**src/rtl/stk_pkg.sv**
```systemverilog
package stk_pkg;
  typedef enum logic [1:0] {
    OP_IDLE = 2'd0,
    OP_PUSH = 2'd1,
    OP_POP  = 2'd2,
    OP_BAD  = 2'd3
  } stk_op_e;
endpackage

```
**src/rtl/stk_cmd_decode.sv**
```systemverilog
module stk_cmd_decode #(
  parameter int AW = 16,
  parameter int STEP = 2
) (
  input  logic [AW-1:0]    sp,
  input  logic [AW-1:0]    top,
  input  logic [AW-1:0]    floor_lim,
  input  logic             push,
  input  logic             pop,
  output stk_pkg::stk_op_e op,
  output logic             ovf_hit,
  output logic             unf_hit,
  output logic [AW-1:0]    ptr_access,
  output logic [AW-1:0]    sp_next
);
  import stk_pkg::*;

  localparam int XW = AW + 1;

  logic [XW-1:0] sp_x;
  logic [XW-1:0] floor_need;
  logic [XW-1:0] sp_up;
  logic          push_ok;
  logic          pop_ok;

  always_comb begin
    sp_x       = {1'b0, sp};
    floor_need = {1'b0, floor_lim} + XW'(STEP);
    sp_up      = sp_x + XW'(STEP);
    push_ok    = (sp_x >= floor_need);
    pop_ok     = (sp_up <= {1'b0, top});

    op      = OP_IDLE;
    ovf_hit = 1'b0;
    unf_hit = 1'b0;
    if (push) begin
      if (push_ok) op = OP_PUSH;
      else begin
        op      = OP_BAD;
        ovf_hit = 1'b1;
      end
    end else if (pop) begin
      if (pop_ok) op = OP_POP;
      else begin
        op      = OP_BAD;
        unf_hit = 1'b1;
      end
    end
  end

  always_comb begin
    ptr_access = sp;
    sp_next    = sp;
    unique case (op)
      OP_PUSH: begin
        ptr_access = sp - AW'(STEP);
        sp_next    = sp - AW'(STEP);
      end
      OP_POP:  sp_next = sp_up[AW-1:0];
      default: ;
    endcase
  end
endmodule

```
**src/rtl/stk_phys_addr.sv**
```systemverilog
module stk_phys_addr #(
  parameter int AW = 16,
  parameter int SEGW = 16,
  parameter int PW = 20,
  parameter int SHIFT = 4
) (
  input  logic [SEGW-1:0] seg,
  input  logic [AW-1:0]   ptr,
  output logic [PW-1:0]   phys
);
  localparam int SW0  = SEGW + SHIFT;
  localparam int SW1  = (SW0 > AW) ? SW0 : AW;
  localparam int SUMW = ((SW1 > PW) ? SW1 : PW) + 1;

  logic [SUMW-1:0] seg_w;
  logic [SUMW-1:0] sum_w;

  generate
    if (SHIFT == 0) begin : g_noshift
      assign seg_w = SUMW'(seg);
    end else begin : g_shift
      assign seg_w = {SUMW'(seg)} << SHIFT;
    end
  endgenerate

  assign sum_w = seg_w + SUMW'(ptr);
  assign phys  = sum_w[PW-1:0];
endmodule

```
**src/rtl/stk_pop_return.sv**
```systemverilog
module stk_pop_return #(
  parameter int DW = 16
) (
  input  logic          clk,
  input  logic          rst,
  input  logic          rd_issue,
  input  logic [DW-1:0] mem_rdata,
  output logic [DW-1:0] data,
  output logic          done
);
  logic pend_q;

  always_ff @(posedge clk) begin
    if (rst) begin
      pend_q <= 1'b0;
      done   <= 1'b0;
      data   <= '0;
    end else begin
      pend_q <= rd_issue;
      done   <= pend_q;
      if (pend_q) data <= mem_rdata;
    end
  end
endmodule

```
**src/rtl/stk_unit.sv**
```systemverilog
module stk_unit #(
  parameter int AW = 16,
  parameter int DW = 16,
  parameter int SEGW = 16,
  parameter int PW = 20,
  parameter int SEG_SHIFT = 4
) (
  input  logic            clk,
  input  logic            rst,
  input  logic [SEGW-1:0] seg_i,
  input  logic [AW-1:0]   top_i,
  input  logic [AW-1:0]   floor_i,
  input  logic            push_i,
  input  logic            pop_i,
  input  logic [DW-1:0]   wdata_i,
  input  logic            err_clr_i,
  output logic [PW-1:0]   mem_addr_o,
  output logic            mem_we_o,
  output logic [DW-1:0]   mem_wdata_o,
  input  logic [DW-1:0]   mem_rdata_i,
  output logic [DW-1:0]   pop_data_o,
  output logic            pop_done_o,
  output logic [AW-1:0]   sp_o,
  output logic            ovf_err_o,
  output logic            unf_err_o
);
  import stk_pkg::*;

  localparam int STEP = DW / 8;

  logic [AW-1:0] sp_q;
  logic [AW-1:0] sp_nxt;
  logic [AW-1:0] ptr_acc;
  logic          ovf_q;
  logic          unf_q;
  logic          ovf_hit;
  logic          unf_hit;
  stk_op_e       op;

  stk_cmd_decode #(.AW(AW), .STEP(STEP)) u_dec (
    .sp         (sp_q),
    .top        (top_i),
    .floor_lim  (floor_i),
    .push       (push_i),
    .pop        (pop_i),
    .op         (op),
    .ovf_hit    (ovf_hit),
    .unf_hit    (unf_hit),
    .ptr_access (ptr_acc),
    .sp_next    (sp_nxt)
  );

  stk_phys_addr #(.AW(AW), .SEGW(SEGW), .PW(PW), .SHIFT(SEG_SHIFT)) u_addr (
    .seg  (seg_i),
    .ptr  (ptr_acc),
    .phys (mem_addr_o)
  );

  stk_pop_return #(.DW(DW)) u_ret (
    .clk       (clk),
    .rst       (rst),
    .rd_issue  (op == OP_POP),
    .mem_rdata (mem_rdata_i),
    .data      (pop_data_o),
    .done      (pop_done_o)
  );

  assign mem_we_o    = (op == OP_PUSH);
  assign mem_wdata_o = wdata_i;

  always_ff @(posedge clk) begin
    if (rst) begin
      sp_q  <= top_i;
      ovf_q <= 1'b0;
      unf_q <= 1'b0;
    end else begin
      sp_q  <= sp_nxt;
      ovf_q <= ovf_hit | (ovf_q & ~err_clr_i);
      unf_q <= unf_hit | (unf_q & ~err_clr_i);
    end
  end

  assign sp_o      = sp_q;
  assign ovf_err_o = ovf_q;
  assign unf_err_o = unf_q;
endmodule

```
**config.mk**
```make
export PLATFORM = sky130hd
export DESIGN_NAME = stk_unit
export DESIGN_NICKNAME = d
export VERILOG_FILES = /design/src/rtl/stk_pkg.sv /design/src/rtl/stk_cmd_decode.sv /design/src/rtl/stk_phys_addr.sv /design/src/rtl/stk_pop_return.sv /design/src/rtl/stk_unit.sv
export SDC_FILE = /design/constraint.sdc
export NUM_CORES = 1
export LEC_CHECK = 0
export ABC_AREA = 1
export ABC_CLOCK_PERIOD_IN_PS = 6300
export CORE_ASPECT_RATIO = 0.75
export CORE_UTILIZATION = 25
export CTS_BUF_LIST = sky130_fd_sc_hd__clkbuf_8
export DETAILED_ROUTE_END_ITERATION = 10
export DONT_BUFFER_PORTS = 1
export GPL_TIMING_DRIVEN = 0
export REMOVE_ABC_BUFFERS = 1
export SYNTH_ARGS = -nofsm -noshare
export SYNTH_HDL_FRONTEND = slang
export SYNTH_SLANG_ARGS = --single-unit
```
**constraint.sdc**
```tcl
create_clock -name clk -period 6.3 [get_ports clk]
set_clock_uncertainty 0.05 [all_clocks]
set_input_delay 0.945 -clock clk [delete_from_list [all_inputs] [get_ports clk]]
set_output_delay 0.945 -clock clk [all_outputs]
set_load 0.01 [all_outputs]
```
==> results.py, run 1 <==
metrics = {
    "status": {
        "status": "completed",
    },
    "global_routing": {
        "grt.overflow.total": 0,
        "grt_util_met2_pct": 22.2,
        "use_met1_pct": 18.5,
        "grt_max_degree": 45,
        "grt_use_total_pct": 14.0,
        "grt_pass1_wl_um": 18600,
        "antenna_found_initial": 0,
        "use_met3_pct": 4.14,
        "grt_pass1_vias": 3636,
        "top_usage_layer": "met2",
    },
    "place": {
        "dpl_cell_area_mm2": 0.00421,
        "post-place-ws_ns": -0.201,
        "portBuffers": 0,
        "place_congestion": 0.789,
        "dp_hpwl_um": 9390,
        "dp.cells": 763,
    },
    "sta": {
        "report.final.slew_viol_count": 0,
        "fin_crit_sh_pct": 96.3,
        "hold_viol": 0,
        "hold_ws_ns": 0.461,
        "setup_slack_ns": 0.234,
        "fin_crit_ns": 6.07,
        "slew_headroom_pct": 12.9,
        "worst_pin_slew_ns": 1.30,
        "clock.fmax_mhz": 165,
        "setup_viol_count_final": 0,
        "rsz0062_at_grt": "true",
    },
    "synth": {
        "synth_cells": 588,
        "synth_xor_area_share_pct": 10.4,
        "synth_seq_cells": 36,
        "synth_seq_area_share_pct": 21.0,
        "synth_top_family_by_area": "simple AND/OR/NAND/NOR gates",
        "synth_adder_area_share_pct": 14.5,
        "synth_cell_type_count": 43,
        "syn_area_mm2": 0.00420,
        "synth_compound_area_share_pct": 10.4,
        "synthMuxAreaShare_pct": 0,
        "yosys.area_share.simple_pct": 31.3,
        "postSynthAreaPerCell_um2": 7.14,
        "synth_warnings": 0,
    },
    "floorplanning": {
        "die_w_um": 152,
        "die-height_um": 114,
        "io_pins": 157,
        "start_util_pct": 25.9,
        "core-area_mm2": 0.0162,
        "rows": 40,
        "die_area_mm2": 0.0173,
    },
    "worst_setup_path": {
        "crit_family": "simple AND/OR/NAND/NOR gates",
        "regToRegEndpoint": "sp_o[5]",
        "critPathKind": "flip-flop to output pin",
        "path_buf_inv": 5,
        "cp_common_cell": "nand2_1",
        "crit_slowest_cell": "edfxtp_1",
        "cp.required_ns": 5.30,
        "reg2reg_from": "sp_o[2]",
        "crit_arrival_ns": 5.07,
        "critPathLaunchType": "flip-flop",
        "rr_worst_depth": 22,
        "slowest_delay_ns": 0.56,
        "path_max_fanout": 7,
        "rrSetupSlack_ns": 1.90,
        "end_kind": "output pin",
    },
    "route": {
        "drt_first_pass_iters": 4,
        "wirelength_um": 12000,
        "drtAntennaViolNets": 0,
        "drt_iter0_markers": 138,
        "drc": 0,
        "post_drt_via_cell_ratio": 4.64,
        "wl_per_cell_um": 15.3,
        "num_vias": 3635,
    },
    "layout": {
        "final_layout_size_suffix_gt1_share_pct": 17.8,
        "fin_cells": 783,
        "area_delta_synth_final_pct": 9.80,
        "diodes": 0,
        "final_area_mm2": 0.00461,
        "final_nets": 705,
        "fillers": 1784,
    },
    "pwr": {
        "p_int_mw": 0.612,
        "power_mw": 1.19,
        "clkPwrFrac_pct": 14.4,
        "combPwrFrac_pct": 54.2,
        "p_per_area_mw_per_mm2": 259,
        "p_switching_mw": 0.583,
        "p_sw_share_pct": 48.8,
        "p_seq_share_pct": 31.4,
        "max-vdd-ir-drop_mv": 0.0694,
        "p_leak_nw": 2.11,
    },
    "clocking": {
        "cts_made_buffers": 5,
        "insertion_delay_ns": 0.30,
        "cts_max_level": 2,
        "path_clk_slew_ns": 0.08,
        "clk_path_buf_depth": 2,
        "cts_tree": "done",
        "clkSinkCount": 36,
        "clockRootBuffer": "clkbuf_8",
    },
    "min_path": {
        "holdPathStages": 2,
        "min_to": "ovf_err_o",
        "hold_class": "flip-flop to flip-flop",
        "worstHoldStart": "ovf_err_o",
    },
    "job": {
        "cap_viol_max_count": 0,
    },
}
[cell families after synthesis]
kind of cell	Yosys count
adders and majority gates	48
xor gates and xnor gates	50
AOI/OAI and AO/OA	73
buffers and inverters	106
DFF	36
and+or+nand+nor	275
[metal layers]
layer / vias to the layer above / wire length (µm) / part of all wire (%)
li1: 1875 / - / -
met5: - / 0 / 0
met4: 0 / 150 / 1.3
met3: 7 / 1010 / 8.4
met2: 121 / 5230 / 44
met1: 1632 / 5590 / 47
[through the flow]
stage | util (%) | TNS (ns)
global placement | 26.0 | -0.271
floorplan | - | 0
finish | 28.4 | 0
global route | 28.4 | -0.799
detailed placement | 26.0 | -0.358
CTS | 26.8 | 0
[cell usage in the layout, fill, tap and decap left out, drive strengths merged, types with 9 or more instances in the layout]
cell type	synthesis	layout
dfxtp	20	20
inv	69	71
a21oi	22	22
o21ai	37	37
nor2	70	70
xnor2	9	9
buf	25	10
nand2	122	122
nand3	53	53
ha	47	47
xor2	41	41
edfxtp	16	16
nand4	20	20
[tightest hold or removal path: cells and delay by family, from the launching register on]
family | cells | cell delay [ns]
flops | 1 | 0.34
simple gates | 1 | 0.08
compound gates | 1 | 0.05
[power groups by stage]
stage / sequential [mW] / combinational, mW / clock [mW]
after global routing: 0.384 / 0.747 / 0.183
final: 0.375 / 0.648 / 0.172
after detailed placement: 0.382 / 0.566 / 0
after global placement: 0.381 / 0.557 / 0
after floorplan: 0.346 / 0.463 / 0
after CTS: 0.377 / 0.579 / 0.179
[Yosys cell counts]
cell type,number,area [µm²]
o21a_1,2,15.0
nor3_1,3,15.0
nor2_1,67,251
nor2_4,2,22.5
o21ai_0,28,140
o21ai_2,9,78.8
nand2_4,4,45.0
nand2_2,15,93.8
o22ai_1,1,6.26
nor4_1,1,6.26
a31oi_1,1,6.26
a21o_1,3,22.5
buf_12,2,40.0
buf_6,1,11.3
clkbuf_1,9,33.8
clkinv_1,2,7.51
nor3_2,2,20.0
nand3_1,45,225
xnor2_1,9,78.8
fa_1,1,20.0
o211ai_1,2,15.0
nor2_2,1,6.26
clkbuf_4,1,7.51
dfxtp_1,20,400
nand4_1,20,125
o2bb2ai_1,1,8.76
nand3_4,1,17.5
a21oi_1,22,110
nand3_2,7,70.1
ha_1,47,588
inv_1,65,244
buf_2,3,15.0
o21bai_1,2,15.0
buf_4,19,143
nand3b_1,3,22.5
edfxtp_1,16,480
a211oi_1,1,7.51
a21boi_2,1,11.3
inv_4,2,12.5
xor2_1,41,359
inv_2,2,7.51
nand2_1,103,387
and2_1,1,6.26
[area by class of cell]
class	instances	area, µm²	area share (%)
clock inverters	3	18.8	0.407
repair inverters	2	17.5	0.380
flip-flops and latches	36	881	19.1
clock buffers	5	68.8	1.49
well taps	210	263	5.70
repair buffers	10	78.8	1.71
inverters	71	282	6.11
multi-input cells	446	3000	65.1
[worst max-delay path by stage]
stage / startpoint / endpoint / slack [ns] / depth (start not counted)
2_1_floorplan: floor_i[1] / mem_addr_o[16] / 0.45 / 33
3_3_place_gp: floor_i[1] / mem_addr_o[16] / -0.16 / 33
3_5_place_dp: floor_i[1] / mem_addr_o[16] / -0.20 / 33
4_1_cts: sp_o[2] / mem_addr_o[16] / 0.005 / 35
5_1_grt: sp_o[2] / mem_addr_o[16] / -0.28 / 35
6_report: sp_o[2] / mem_addr_o[16] / 0.23 / 35
[flip-flops by register name (all words and copies together), names as in the netlist]
register and flops:
ovf_err_o 1, sp_o 16, u_ret.data 16, u_ret.done 1, u_ret.pend_q 1, unf_err_o 1
[repair_timing]
| item | CTS | global route |
|---|---|---|
| hold buffers | 0 | 0 |
| setup buffers | 2 | 8 |
| gates resized for setup | 7 | 40 |
| cloned | 1 | 1 |
| setup endpoints to repair | 5 | 10 |
| pin swaps | 2 | 19 |
No activity file was read; power rests on OpenSTA's default activity.
==> run 2: changes to the inputs <==
--- a/config.mk
+++ b/config.mk
@@ -7,7 +7,7 @@
 export LEC_CHECK = 0
 export ABC_AREA = 1
 export ABC_CLOCK_PERIOD_IN_PS = 6300
-export CORE_ASPECT_RATIO = 0.75
+export CORE_ASPECT_RATIO = 1.4
 export CORE_UTILIZATION = 25
 export CTS_BUF_LIST = sky130_fd_sc_hd__clkbuf_8
 export DETAILED_ROUTE_END_ITERATION = 10
==> results.py, run 2 (synthesis results as in run 1) <==
metrics = {
    "status": {
        "status": "complete, but fails checks",
        "violations": "design-rule violations",
    },
    "worst_setup_path": {
        "cp_common_cell": "nand2_1",
        "regToRegEndpoint": "sp_o[8]",
        "critPathKind": "flip-flop to output pin",
        "path_max_fanout": 7,
        "rr_worst_depth": 22,
        "critPathLaunchType": "flip-flop",
        "crit_slowest_cell": "edfxtp_1",
        "reg2reg_from": "sp_o[1]",
        "slowest_delay_ns": 0.54,
        "crit_arrival_ns": 5.08,
        "end_kind": "output pin",
        "cp.required_ns": 5.30,
        "rrSetupSlack_ns": 2.12,
    },
    "floorplanning": {
        "start_util_pct": 25.7,
        "die-height_um": 155,
        "io_pins": 157,
        "die_w_um": 112,
        "rows": 55,
        "core-area_mm2": 0.0163,
        "die_area_mm2": 0.0173,
    },
    "clocking": {
        "path_clk_slew_ns": 0.08,
        "clockRootBuffer": "clkbuf_8",
        "insertion_delay_ns": 0.29,
        "clkSinkCount": 36,
        "clk_path_buf_depth": 2,
        "cts_max_level": 2,
        "cts_tree": "done",
        "cts_made_buffers": 5,
    },
    "route": {
        "wl_per_cell_um": 14.9,
        "drt_first_pass_iters": 8,
        "wirelength_um": 11600,
        "drc": 12,
        "drt_iter0_markers": 206,
        "post_drt_via_cell_ratio": 4.69,
        "drtAntennaViolNets": 0,
        "num_vias": 3655,
    },
    "layout": {
        "area_delta_synth_final_pct": 11.1,
        "final_layout_size_suffix_gt1_share_pct": 18.6,
        "utilization_pct": 28.6,
        "fillers": 1772,
        "mostFrequentLayoutCells": "nand2_1 (96), inv_1 (64), nor2_1 (60)",
        "final_common_cell": "nand2_1",
        "fin_cells": 779,
        "final_area_mm2": 0.00466,
        "final_nets": 712,
        "diodes": 0,
    },
    "min_path": {
        "worstHoldStart": "ovf_err_o",
        "holdPathStages": 2,
        "hold_class": "flip-flop to flip-flop",
        "min_to": "ovf_err_o",
    },
    "global_routing": {
        "grt_pass1_wl_um": 18100,
        "grt_max_degree": 45,
        "grt_pass1_vias": 3682,
        "grt.overflow.total": 0,
        "grt_use_total_pct": 13.4,
        "antenna_found_initial": 0,
    },
    "sta": {
        "slew_headroom_pct": 23.2,
        "setup-tns-final_ns": 0,
        "clock.fmax_mhz": 165,
        "report.final.slew_viol_count": 0,
        "worst_pin_slew_ns": 1.14,
        "fin_crit_ns": 6.07,
        "fin_crit_sh_pct": 96.4,
        "hold_viol": 0,
        "setup_viol_count_final": 0,
        "rsz0062_at_grt": "true",
    },
    "pwr": {
        "max-vdd-ir-drop_mv": 0.149,
        "power_mw": 1.20,
        "p_leak_nw": 2.15,
        "p_per_area_mw_per_mm2": 257,
    },
    "place": {
        "portBuffers": 0,
        "place_congestion": 0.765,
        "dp_hpwl_um": 9410,
        "dp.cells": 752,
        "dpl_cell_area_mm2": 0.00420,
    },
    "job": {
        "cap_viol_max_count": 0,
    },
}
-- run 2: how the worst max path moves through the flow --
stage	start	to	slack, ns
after floorplan	floor_i[1]	mem_addr_o[16]	0.45
after global placement	floor_i[1]	mem_addr_o[16]	-0.37
after detailed placement	floor_i[1]	mem_addr_o[16]	-0.37
after CTS	sp_o[1]	mem_addr_o[16]	0.02
after global routing	sp_o[1]	mem_addr_o[19]	-0.13
final	sp_o[1]	mem_addr_o[16]	0.23
-- run 2: where the power goes --
| group | internal, mW | switching, mW | total, mW |
|---|---|---|---|
| sequential | 0.285 | 0.0792 | 0.364 |
| combinational | 0.264 | 0.394 | 0.658 |
| clock | 0.0876 | 0.0884 | 0.176 |
| total | 0.636 | 0.562 | 1.20 |
-- run 2: metrics by stage --
step,setup WS [ns],hold WS (ns)
5_1_grt,-0.135,0.499
3_5_place_dp,-0.365,0.470
2_1_floorplan,0.445,0.431
3_3_place_gp,-0.372,0.466
6_report,0.228,0.469
4_1_cts,0.0170,0.481
-- run 2: layout make-up --
cell class	count	area, µm²	share of cell area, %
Clock buffer	6	82.6	1.77
Clock inverter	2	10.0	0.215
Inverter	71	282	6.04
Multi-Input combinational cell	446	2990	64.2
Sequential cell	36	881	18.9
Tap cell	199	249	5.34
Timing Repair Buffer	17	148	3.17
Timing Repair inverter	2	17.5	0.376
-- run 2: timing repair --
item                                   in CTS  in global routing
setup endpoints to repair                   8                  9
cloned                                      1                  1
pin swaps                                   2                 20
endpoints found under the hold margin       0                  0
hold buffers                                0                  0
setup buffers                               3                 14
resized for setup                          10                 38
-- run 2: layer usage --
metal,vias to the layer above,wire length [µm],GRT usage [%]
met3,7,1220,5.65
met1,1626,4190,13.3
met4,0,104,3.09
met5,-,0,0
met2,125,6070,25.5
li1,1897,-,-
-- run 2: worst max-delay path: cells and delay by family, from the launching register on --
family          cells  cell delay [ns]
xor+xnor            1             0.21
buf+inv             5             0.38
fa+ha+maj           4             1.17
simple gates       20             1.94
flops               1             0.54
compound gates      5             0.55
==> run 3: changes to the inputs <==
--- a/config.mk
+++ b/config.mk
@@ -8,11 +8,12 @@
 export ABC_AREA = 1
 export ABC_CLOCK_PERIOD_IN_PS = 6300
 export CORE_ASPECT_RATIO = 1.4
-export CORE_UTILIZATION = 25
+export CORE_UTILIZATION = 52
 export CTS_BUF_LIST = sky130_fd_sc_hd__clkbuf_8
 export DETAILED_ROUTE_END_ITERATION = 10
 export DONT_BUFFER_PORTS = 1
 export GPL_TIMING_DRIVEN = 0
+export PLACE_DENSITY = 0.67
 export REMOVE_ABC_BUFFERS = 1
 export SYNTH_ARGS = -nofsm -noshare
 export SYNTH_HDL_FRONTEND = slang
==> results.py, run 3 (synthesis results as in run 1) <==
metrics = {
    "status": {
        "status": "completed",
    },
    "worst_setup_path": {
        "crit_slowest_cell": "edfxtp_1",
        "critPathKind": "flip-flop to output pin",
        "end_kind": "output pin",
        "crit_family": "simple AND/OR/NAND/NOR gates",
        "slowest_delay_ns": 0.51,
        "path_buf_inv": 5,
        "cp.required_ns": 5.30,
        "critPathLaunchType": "flip-flop",
        "crit_arrival_ns": 5.12,
        "path_max_fanout": 7,
    },
    "pwr": {
        "p_switching_mw": 0.556,
        "p_seq_share_pct": 30.2,
        "p_sw_share_pct": 46.5,
        "max-vdd-ir-drop_mv": 0.130,
        "p_leak_nw": 2.15,
        "p_per_area_mw_per_mm2": 264,
        "combPwrFrac_pct": 54.7,
        "clkPwrFrac_pct": 15.1,
        "p_int_mw": 0.640,
    },
    "min_path": {
        "hold_class": "flip-flop to flip-flop",
    },
    "clocking": {
        "clockRootBuffer": "clkbuf_8",
        "clk_path_buf_depth": 2,
        "cts_max_level": 2,
        "clkSinkCount": 36,
        "cts_made_buffers": 5,
        "cts_tree": "done",
        "path_clk_slew_ns": 0.07,
        "insertion_delay_ns": 0.29,
    },
    "route": {
        "drtAntennaViolNets": 0,
        "wirelength_um": 10500,
        "drt_first_pass_iters": 5,
        "drc": 0,
        "num_vias": 3782,
        "post_drt_via_cell_ratio": 5.56,
        "wl_per_cell_um": 15.5,
        "drt_iter0_markers": 170,
    },
    "global_routing": {
        "grt_max_degree": 45,
        "grt_use_total_pct": 24.3,
        "grt_pass1_vias": 3540,
        "antenna_found_initial": 0,
        "grt.overflow.total": 0,
        "grt_pass1_wl_um": 15900,
    },
    "layout": {
        "area_delta_synth_final_pct": 7.84,
        "final_layout_size_suffix_gt1_share_pct": 18.6,
        "utilization_pct": 58.1,
        "final_nets": 712,
        "diodes": 0,
        "fin_cells": 680,
        "fillers": 767,
        "final_common_cell": "nand2_1",
        "mostFrequentLayoutCells": "nand2_1 (96), inv_1 (63), nor2_1 (59)",
    },
    "floorplanning": {
        "core-area_mm2": 0.00780,
        "die_w_um": 77.9,
        "die_area_mm2": 0.00844,
        "io_pins": 157,
        "start_util_pct": 53.9,
        "rows": 38,
        "die-height_um": 108,
    },
    "job": {
        "cap_viol_max_count": 0,
    },
    "place": {
        "dp_hpwl_um": 8180,
        "portBuffers": 0,
        "place_congestion": 0.850,
        "dp.cells": 653,
        "post-place-ws_ns": -0.383,
    },
    "sta": {
        "fin_crit_sh_pct": 97.1,
        "slew_headroom_pct": 21.0,
        "setup_viol_count_final": 0,
        "hold_viol": 0,
        "worst_pin_slew_ns": 1.18,
        "rsz0062_at_grt": "true",
        "clock.fmax_mhz": 163,
        "fin_crit_ns": 6.12,
        "report.final.slew_viol_count": 0,
        "setup_slack_ns": 0.183,
    },
}
[run 3: per-layer routing]
layer	vias up	routed length [µm]	GRT usage, %
met2	170	5420	45.6
li1	1896	-	-
met3	20	1050	8.52
met1	1696	3770	23.2
met5	-	0	3.13
met4	0	297	11.6
[run 3: worst paths after layout]
check             startpoint        endpoint  slack, ns  cells past startpoint
setup / recovery     sp_o[1]  mem_addr_o[16]       0.18                     35
hold / removal     ovf_err_o       ovf_err_o       0.46                      2
setup reg to reg     sp_o[1]         sp_o[1]       2.22                     21
hold reg to reg    ovf_err_o       ovf_err_o       0.46                      2
[run 3: power by group through the flow]
stage | Combinational (mW) | Sequential (mW) | Clock, mW
5_1_grt | 0.730 | 0.369 | 0.192
3_5_place_dp | 0.560 | 0.364 | 0
2_1_floorplan | 0.463 | 0.346 | 0
6_report | 0.655 | 0.361 | 0.181
3_3_place_gp | 0.545 | 0.363 | 0
4_1_cts | 0.571 | 0.360 | 0.184
[run 3: per-stage QoR]
| step | power, mW | hold WS, ns | instance area (µm²) | TNS [ns] |
|---|---|---|---|---|
| after floorplan | 0.810 | 0.431 | 3950 | 0 |
| after global placement | 0.908 | 0.453 | 4070 | -0.530 |
| after detailed placement | 0.924 | 0.459 | 4070 | -0.991 |
| after CTS | 1.12 | 0.469 | 4210 | 0 |
| after global routing | 1.29 | 0.497 | 4530 | -0.395 |
| final | 1.20 | 0.463 | 4530 | 0 |
[run 3: worst reg2reg max path, delay by kind of cell, from the launching register on]
family | cells | cell delay (ns)
DFF | 1 | 0.51
xor gates and xnor gates | 1 | 0.23
AOI/OAI and AO/OA | 1 | 0.11
adders and majority gates | 2 | 0.58
buffers and inverters | 4 | 0.24
and+or+nand+nor | 13 | 1.89
[run 3: layout make-up]
class                           instances  area (µm²)  share of cell area [%]
Multi-Input combinational cell        446        2980                    65.8
Clock buffer                            7        96.3                    2.13
Sequential cell                        36         881                    19.5
Timing Repair inverter                  2        20.0                   0.442
Tap cell                              100         125                    2.76
Inverter                               71         282                    6.22
Timing Repair Buffer                   17         140                    3.09
Clock inverter                          1        3.75                  0.0829
[run 3: timing repair]
| item | 4_1_cts | 5_1_grt |
|---|---|---|
| gates cloned | 1 | 1 |
| setup buffers | 1 | 16 |
| pin swaps | 1 | 35 |
| hold buffers | 0 | 0 |
| resized for setup | 7 | 44 |
| setup endpoints to repair | 7 | 9 |
